`config.mk`:
```
export PLATFORM = sky130hd
export DESIGN_NAME = gpx_top
export DESIGN_NICKNAME = d
export VERILOG_FILES = /design/src/rtl/gpx_pkg.sv /design/src/rtl/gpx_rstsync.sv /design/src/rtl/gpx_insync.sv /design/src/rtl/gpx_bank.sv /design/src/rtl/gpx_top.sv
export SDC_FILE = /design/constraint.sdc
export NUM_CORES = 1
export LEC_CHECK = 0
export BUFFER_PORTS_ARGS = -buffer_cell sky130_fd_sc_hd__clkbuf_2
export CAP_MARGIN = 20
export CORE_MARGIN = 3
export CORE_UTILIZATION = 60
export CTS_CLUSTER_SIZE = 14
export DETAILED_ROUTE_END_ITERATION = 16
export HOLD_SLACK_MARGIN = 0.12
export PLACE_DENSITY = 0.77
export SYNTH_ARGS = -nofsm -noshare
export SYNTH_HDL_FRONTEND = slang
export SYNTH_SLANG_ARGS = --single-unit
```
`constraint.sdc`:
```
create_clock -name clk_i -period 9 [get_ports clk_i]
set_clock_uncertainty 0.2 [all_clocks]
set_input_delay 1.8 -clock clk_i [delete_from_list [all_inputs] [get_ports clk_i]]
set_output_delay 1.8 -clock clk_i [all_outputs]
set_load 0.005 [all_outputs]
```
`src/rtl/gpx_pkg.sv`:
```
package gpx_pkg;
  localparam int BANK_W = 8;
  localparam int KIND_W = 4;

  typedef enum logic [KIND_W-1:0] {
    K_LVL  = 4'd0,
    K_DIR  = 4'd1,
    K_SET  = 4'd2,
    K_CLR  = 4'd3,
    K_RISE = 4'd4,
    K_FALL = 4'd5,
    K_IEN  = 4'd6,
    K_EDGE = 4'd7,
    K_STAT = 4'd8
  } kind_e;
endpackage

```
`src/rtl/gpx_rstsync.sv`:
```
module gpx_rstsync (
  input  logic clk_i,
  input  logic arst_ni,
  output logic rst_no
);
  logic [1:0] stage_q;

  always_ff @(posedge clk_i or negedge arst_ni) begin
    if (!arst_ni) stage_q <= 2'b00;
    else          stage_q <= {stage_q[0], 1'b1};
  end

  assign rst_no = stage_q[1];
endmodule

```
`src/rtl/gpx_insync.sv`:
```
module gpx_insync #(
  parameter int W = 8
) (
  input  logic         clk_i,
  input  logic         rst_ni,
  input  logic [W-1:0] pin_i,
  output logic [W-1:0] lvl_o,
  output logic [W-1:0] rise_o,
  output logic [W-1:0] fall_o
);
  logic [W-1:0] meta_q, sync_q, prev_q;

  always_ff @(posedge clk_i or negedge rst_ni) begin
    if (!rst_ni) begin
      meta_q <= '0;
      sync_q <= '0;
      prev_q <= '0;
    end else begin
      meta_q <= pin_i;
      sync_q <= meta_q;
      prev_q <= sync_q;
    end
  end

  assign lvl_o  = sync_q;
  assign rise_o = sync_q & ~prev_q;
  assign fall_o = ~sync_q & prev_q;
endmodule

```
`src/rtl/gpx_bank.sv`:
```
module gpx_bank
  import gpx_pkg::*;
#(
  parameter int W = BANK_W
) (
  input  logic              clk_i,
  input  logic              rst_ni,
  input  logic              wr_i,
  input  logic [KIND_W-1:0] kind_i,
  input  logic [W-1:0]      wdata_i,
  input  logic [W-1:0]      rise_i,
  input  logic [W-1:0]      fall_i,
  output logic [W-1:0]      dir_o,
  output logic [W-1:0]      out_o,
  output logic [W-1:0]      re_o,
  output logic [W-1:0]      fe_o,
  output logic [W-1:0]      ie_o,
  output logic [W-1:0]      edge_o,
  output logic [W-1:0]      stat_o
);
  logic [W-1:0] dir_q, out_q, re_q, fe_q, ie_q, edge_q, stat_q;
  logic [W-1:0] dir_d, out_d, re_d, fe_d, ie_d, edge_d, stat_d;
  logic [W-1:0] ev, clr_edge, clr_stat;
  logic         cfg_en;

  always_comb begin
    ev       = (rise_i & re_q) | (fall_i & fe_q);
    clr_edge = (wr_i && kind_i == K_EDGE) ? wdata_i : '0;
    clr_stat = (wr_i && kind_i == K_STAT) ? wdata_i : '0;
    edge_d   = (edge_q & ~clr_edge) | ev;
    stat_d   = (stat_q & ~clr_stat) | ev;
    cfg_en   = wr_i;
    dir_d    = dir_q;
    out_d    = out_q;
    re_d     = re_q;
    fe_d     = fe_q;
    ie_d     = ie_q;
    case (kind_i)
      K_DIR:   dir_d = wdata_i;
      K_SET:   out_d = out_q | wdata_i;
      K_CLR:   out_d = out_q & ~wdata_i;
      K_RISE:  re_d  = wdata_i;
      K_FALL:  fe_d  = wdata_i;
      K_IEN:   ie_d  = wdata_i;
      default: ;
    endcase
  end

  always_ff @(posedge clk_i or negedge rst_ni) begin
    if (!rst_ni) begin
      dir_q  <= '0;
      out_q  <= '0;
      re_q   <= '0;
      fe_q   <= '0;
      ie_q   <= '0;
      edge_q <= '0;
      stat_q <= '0;
    end else begin
      if (cfg_en) begin
        dir_q <= dir_d;
        out_q <= out_d;
        re_q  <= re_d;
        fe_q  <= fe_d;
        ie_q  <= ie_d;
      end
      edge_q <= edge_d;
      stat_q <= stat_d;
    end
  end

  assign dir_o  = dir_q;
  assign out_o  = out_q;
  assign re_o   = re_q;
  assign fe_o   = fe_q;
  assign ie_o   = ie_q;
  assign edge_o = edge_q;
  assign stat_o = stat_q;
endmodule

```
`src/rtl/gpx_top.sv`:
```
module gpx_top
  import gpx_pkg::*;
#(
  parameter int  NBANK  = 3,
  localparam int SLOT_W = (NBANK > 1) ? $clog2(NBANK) : 1,
  localparam int ADDR_W = KIND_W + SLOT_W,
  localparam int NLINE  = NBANK * BANK_W
) (
  input  logic              clk_i,
  input  logic              rst_ni,
  input  logic              wr_en_i,
  input  logic [ADDR_W-1:0] addr_i,
  input  logic [BANK_W-1:0] wdata_i,
  output logic [BANK_W-1:0] rdata_o,
  input  logic [NLINE-1:0]  pin_i,
  output logic [NLINE-1:0]  pin_o,
  output logic [NLINE-1:0]  pin_oe_o,
  output logic              irq_o
);
  logic              rst_sync_n;
  logic [KIND_W-1:0] kind;
  logic [SLOT_W-1:0] slot;
  logic              slot_ok;
  logic [NLINE-1:0]  lvl_all, rise_all, fall_all;
  logic [NLINE-1:0]  dir_all, out_all, re_all, fe_all, ie_all, edge_all, stat_all;

  gpx_rstsync u_rst (
    .clk_i   (clk_i),
    .arst_ni (rst_ni),
    .rst_no  (rst_sync_n)
  );

  gpx_insync #(.W(NLINE)) u_sync (
    .clk_i  (clk_i),
    .rst_ni (rst_sync_n),
    .pin_i  (pin_i),
    .lvl_o  (lvl_all),
    .rise_o (rise_all),
    .fall_o (fall_all)
  );

  assign kind    = addr_i[ADDR_W-1 -: KIND_W];
  assign slot    = addr_i[SLOT_W-1:0];
  assign slot_ok = (int'(slot) < NBANK);

  for (genvar b = 0; b < NBANK; b++) begin : g_bank
    localparam logic [SLOT_W-1:0] MY_SLOT = SLOT_W'(NBANK - 1 - b);
    logic bank_wr;
    assign bank_wr = wr_en_i && (slot == MY_SLOT);

    gpx_bank #(.W(BANK_W)) u_bank (
      .clk_i   (clk_i),
      .rst_ni  (rst_sync_n),
      .wr_i    (bank_wr),
      .kind_i  (kind),
      .wdata_i (wdata_i),
      .rise_i  (rise_all[b*BANK_W +: BANK_W]),
      .fall_i  (fall_all[b*BANK_W +: BANK_W]),
      .dir_o   (dir_all[b*BANK_W +: BANK_W]),
      .out_o   (out_all[b*BANK_W +: BANK_W]),
      .re_o    (re_all[b*BANK_W +: BANK_W]),
      .fe_o    (fe_all[b*BANK_W +: BANK_W]),
      .ie_o    (ie_all[b*BANK_W +: BANK_W]),
      .edge_o  (edge_all[b*BANK_W +: BANK_W]),
      .stat_o  (stat_all[b*BANK_W +: BANK_W])
    );
  end

  always_comb begin
    rdata_o = '0;
    if (slot_ok) begin
      for (int b = 0; b < NBANK; b++) begin
        if (slot == SLOT_W'(NBANK - 1 - b)) begin
          case (kind)
            K_LVL:        rdata_o = lvl_all[b*BANK_W +: BANK_W];
            K_DIR:        rdata_o = dir_all[b*BANK_W +: BANK_W];
            K_SET, K_CLR: rdata_o = out_all[b*BANK_W +: BANK_W];
            K_RISE:       rdata_o = re_all[b*BANK_W +: BANK_W];
            K_FALL:       rdata_o = fe_all[b*BANK_W +: BANK_W];
            K_IEN:        rdata_o = ie_all[b*BANK_W +: BANK_W];
            K_EDGE:       rdata_o = edge_all[b*BANK_W +: BANK_W];
            K_STAT:       rdata_o = stat_all[b*BANK_W +: BANK_W];
            default:      rdata_o = '0;
          endcase
        end
      end
    end
  end

  assign pin_o    = out_all;
  assign pin_oe_o = dir_all;
  assign irq_o    = |(stat_all & ie_all);
endmodule

```
# Word-level counts from Yosys, hierarchy flattened
# Index checks and enable logic that the tools add are counted.
[classes]
magnitude_cmp = 1
n_eq_ne = 10
muxes = 16
bitwise_logic = 39
n_reduce_logical = 29
[ops]
columns = ["operator", "n"]
rows = [
  ["$pmux 8 s8", 3],
  ["$and 8x8->8", 15],
  ["$or 8x8->8", 12],
  ["$mux 8", 10],
  ["$and 24x24->24", 3],
  ["$not 8->8", 7],
  ["$not 24->24", 2],
  ["$pmux 8 s2", 3],
  ["$reduce_and 2->1", 15],
  ["$reduce_or 24->1", 1],
  ["$eq 4x3->1 const B", 4],
  ["$logic_and 1x1->1", 9],
  ["$eq 4x2->1 const B", 2],
  ["$eq 4x1->1 const B", 1],
  ["$eq 4x4->1 const B", 1],
  ["$logic_not 4->1", 1],
  ["$eq 2x1->1 const B", 1],
  ["$eq 2x2->1 const B", 1],
  ["$logic_not 2->1", 1],
  ["$lt 2x2->1 const B", 1],
  ["$reduce_bool 2->1", 1],
  ["$reduce_or 2->1", 1],
]
[totals]
ff_bits = 242
input_bits = 41
out_inout_bits = 57
elab_cells = 120

# Depth between registers and ports, before layout
[depth]
word_depth = 7
ltp_mapped = 8
ltp_nobuf = 4

# Cells and area by module
# Synthesis repeated with hierarchy kept, for this count alone.
[unflattened]
cells_unflattened = 893
area_unflattened_um2 = 11397.2
[modules_own_cells]
columns = ["mod", "n_inst", "cells_each", "area_per_inst_um2", "seq_area_each_um2"]
rows = [
  ["gpx_bank", 3, 161, 2337.2, 1401.3],
  ["gpx_insync", 1, 120, 2222.1, 1801.7],
  ["gpx_top", 1, 287, 2109.5, 0.0],
  ["gpx_rstsync", 1, 3, 53.8, 50.0],
]

# Worst setup path after synthesis
# OpenSTA, ideal clock, no wires.
[synth_timing]
path_type = "input to output"
from = "in addr_i[4]"
to = "out rdata_o[2]"
t_arrival_ns = 3.096
path_slack_ns = 3.904
stages = 6
n_path_buf = 2
cell_sequence = "buf_4 -> buf_4 -> or4b_4 -> o22ai_2 -> nor4_1 -> nor4_2"
[synth_between]
elab_chain_cells = 7
elab_cells_between_ends = 17
classes_between = "eq/ne (8); mux (7); reduce/logical (2)"
[synth_rtl]
columns = ["item", "line", "rtl"]
rows = [
  ["start: declaration", "gpx_top.sv:12", "input logic [ADDR_W-1:0] addr_i,"],
  ["$eq 4x2->1", "gpx_top.sv:74", "case (kind)"],
  ["$reduce_or 2->1", "gpx_top.sv:74", ""],
  ["$pmux 8 s8", "gpx_top.sv:74", ""],
  ["$mux 8 (2 in series)", "gpx_top.sv:73", "if (slot == SLOT_W'(NBANK - 1 - b)) begin"],
  ["$mux 8 (*)", "gpx_top.sv:73", ""],
  ["$mux 8 (*)", "gpx_top.sv:71", "if (slot_ok) begin"],
  ["end: declaration", "gpx_top.sv:14", "output logic [BANK_W-1:0] rdata_o,"],
]
# Every way passes the cells marked *; elsewhere a longest branch is shown, timed or not.

# Worst setup path after layout
[layout_timing]
from = "in addr_i[3]"
to = "out rdata_o[3]"
# Same word-level chain as after synthesis.

==> results.toml <==
[synthesis]
syn_nets = 961
yosysSeqAreaShare_pct = 55.0
yosys-top-cells-count = "dfrtp_1 (242), nand2_1 (110), mux2_2 (89), mux2i_1 (69), a21o_1 (49)"
netlist-cell-type-count = 65
synth_edf_count = 0
synth_area_per_cell_sq_um = 12.0
synth-async-reset-ratio_pct = 100
syn_area_sq_mm = 0.0110
most_common_cell_in_the_synthesized_netlist = "dfrtp_1"
netlist.top_cell.by_area = "dfrtp_1"
register_bit_count_reported_by_yosys = 242
ys.flop_type = "dfrtp_1"
area_fraction_of_the_dominant_cell_type_after_synthesis_pct = 55.0
synth.yosys.warnings = 0
synthCells = 920
leading_cell_types_by_total_area_after_synthesis = "dfrtp_1 (55%), mux2_2 (9.1%), mux2i_1 (6.3%), nand2_1 (3.8%), a21o_1 (3.3%)"

[cells_and_area]
post_layout_net_count = 1030
finalInstanceArea_sq_mm = 0.0123
drive_gt1_share_pct = 26.9
diodes = 0
nFillCells = 1285
syn2layout_area_growth_pct = 12.1

[clocking]
numCtsBuffers = 25
tritoncts = "yes"
clk_transition_reported_paths_ps = 60
buffers_inserted_by_post_cts_timing_repair = 0
clock_sinks = 242
clock_insertion_delay_worst_skew_ps = 530
cts-root-to-sink-buffers = 3
cts.root.buffer_cell = "clkbuf_16"
cts-resized-gates = 0
number_of_hold_repair_buffers_added_at_the_cts_stage = 0
h_tree_levels = 1

[placement]
dpl_cell_area_sq_mm = 0.0115
placement.io_buffers = 97
dpl_worst_slack_ps = 2390
dpl.hpwl_mm = 20.2
routabilityCongestion = 0.964

[grt]
maximum_number_of_pins_on_one_net_before_global_route_repair = 80
antenna_found_initial = 0
grt_pass1_wl_mm = 46.6
overflow = 0
via_count_of_the_first_global_routing_pass = 7830
grt_util_all_layers_pct = 30.3

[timing]
hold_viol_final = 0
finalMaxSlewViolations = 0
finalSetupTns_ps = 0
timing.slew.headroom_pct = 23.3
top_achievable_clock_speed_ghz = 0.147
timing_worst_slew_pin_value_ps = 1140
period_share_pct = 75.4
setup_repair_after_global_routing_missed_its_margin = "false"
final.min_clock_period_ps = 6780
final-setup-viol-count = 0
finalWorstSetupSlack_ps = 2220

[route]
first_pass_iters = 6
wl_met2_mm = 13.4
vias = 7868
detail_route.wirelength.met1_mm = 12.8
route.detailed.drc = 0
vias_per_cell = 6.38
top_layer = "met4"
wl_mm = 30.0
wl_per_instance_um = 24.3
drt-initial-drc-count = 933
drt.antenna.violating_nets = 0
met3RoutedLength_mm = 2.63

[setup_path]
crit-reg2reg-launch = "u_rst.stage_q[1]"
start_kind = "input port"
cp.required_ps = 7000
critPathMostFrequentCell = "clkbuf_2"
timing.critical_path.to_type = "output pin"
crit_path_top_delay_cell = "nand3b_1"
crit_path_cell_trace = "clkbuf_2 -> nand3b_1 -> o221a_1 -> o221a_2 -> a211oi_1 -> clkbuf_2"
critPathLaunch = "addr_i[3]"
max_stage_delay_ps = 950
reg2reg_to = "g_bank[0].u_bank.fe_o[1]"
critical_path_arrival_ps = 4780
cp_max_fo = 45
worstSetupPathType = "in -> out"
worst_r2r_path_depth = 2
regToRegSetupSlack_ps = 6280

[power_and_ir_drop]
pwr_density_cell_mw_per_mm2 = 223
power.sequential.fraction_pct = 50.0
internal_power_consumption_mw = 2.00
irDropWorstVdd_mv = 0.193
power.net_switching_mw = 0.752
power.switching_fraction_pct = 27.4
power_leakage_nw = 5.70
power_frac_clock_pct = 36.6
pwr-share-comb_pct = 13.4

[die]
std_cell_rows = 48
die_area_sq_mm = 0.0200
io_pins = 98
die-height_um = 141
initial_core_util_pct = 62.5
coreArea_sq_mm = 0.0176
fp.dieW_um = 141

[outcome]
run_status = "finished clean"

[run]
total_of_max_cap_violations = 0

[hold_path]
worst_hold_path_type = "reg -> async"
[kinds of logic (layout without fill, tap and decap cells)]
kind of cell,after synthesis,count (layout),share of synthesized area [%]
AND/OR/NAND/NOR,231,231,12.2
flip-flops,242,242,55.0
multiplexers,170,170,17.3
other,1,1,0.0341
AO/OA/AOI/OAI,181,181,11.5
buffers and inverters,95,183,3.91
[power by group through the flow]
stage / Combinational (mW) / Sequential [mW] / Clock [mW]
after CTS: 0.366 / 1.37 / 1.02
after global placement: 0.355 / 1.38 / 0
final: 0.368 / 1.37 / 1.01
after floorplan: 0.242 / 1.35 / 0
after detailed placement: 0.363 / 1.39 / 0
after global routing: 0.402 / 1.39 / 1.06
[per-layer routing]
metal | global-route usage, % | vias up
met3 | 7.04 | 77
li1 | - | 3439
met1 | 44.0 | 3969
met5 | 0 | -
met4 | 10.6 | 0
met2 | 45.5 | 383
[cells in the final DEF, fill, tap and decap left out, types with 7 or more instances in the layout]
cell type | Yosys | layout
a211oi_1 | 12 | 12
a21o_1 | 49 | 49
a21oi_1 | 15 | 15
a22oi_1 | 13 | 13
buf_4 | 7 | 7
clkbuf_16 | 0 | 25
clkbuf_2 | 0 | 96
clkbuf_8 | 0 | 8
dfrtp_1 | 242 | 241
inv_1 | 34 | 34
mux2_2 | 89 | 89
mux2_4 | 8 | 8
mux2i_1 | 69 | 69
nand2_1 | 110 | 110
nand3_1 | 8 | 8
nand3b_1 | 43 | 43
nor2_1 | 7 | 7
nor2b_1 | 8 | 8
o21ai_0 | 44 | 44
o22ai_1 | 7 | 7
[worst max-delay path by stage]
stage,end,slack [ps]
after floorplan,async pin,1560
after global placement,rdata_o[3],2530
after detailed placement,rdata_o[3],2390
after CTS,rdata_o[3],2380
after global routing,rdata_o[3],2160
final,rdata_o[3],2220
[stage by stage]
stage	utilization, %	hold WS, ps	std cells	total power, mW
3_3_place_gp	65.5	131	1187	1.74
5_1_grt	70.1	147	1233	2.85
2_1_floorplan	-	131	920	1.59
3_5_place_dp	65.5	135	1187	1.75
4_1_cts	70.1	146	1233	2.75
6_report	70.1	141	1233	2.75
[cell type report]
class                      instances  area [sq um]  area share, %
clock buffer                      35           743           6.03
multi-input combinational        583          4520           36.6
timing repair buffer             103           533           4.32
sequential                       242          6060           49.1
tap                              225           282           2.28
inverter                          34           128           1.04
clock inverter                    11          68.8          0.558
[worst max-delay path, delay by kind of cell]
family	cells	cell delay, ps
simple gates	1	950
compound gates	3	1080
buf+inv	2	940
[sequential cells by signal, summed over array words and instances, names as in the netlist, named ones only]
signal and cells:
g_bank.u_bank.dir_o 24, g_bank.u_bank.edge_o 24, g_bank.u_bank.fe_o 24, g_bank.u_bank.ie_o 24, g_bank.u_bank.re_o 24, g_bank.u_bank.stat_o 24, u_sync.lvl_o 24, u_sync.meta_q 24
u_sync.prev_q 24, u_rst.stage_q 2
Note: power is estimated with default switching activity, not from simulation.
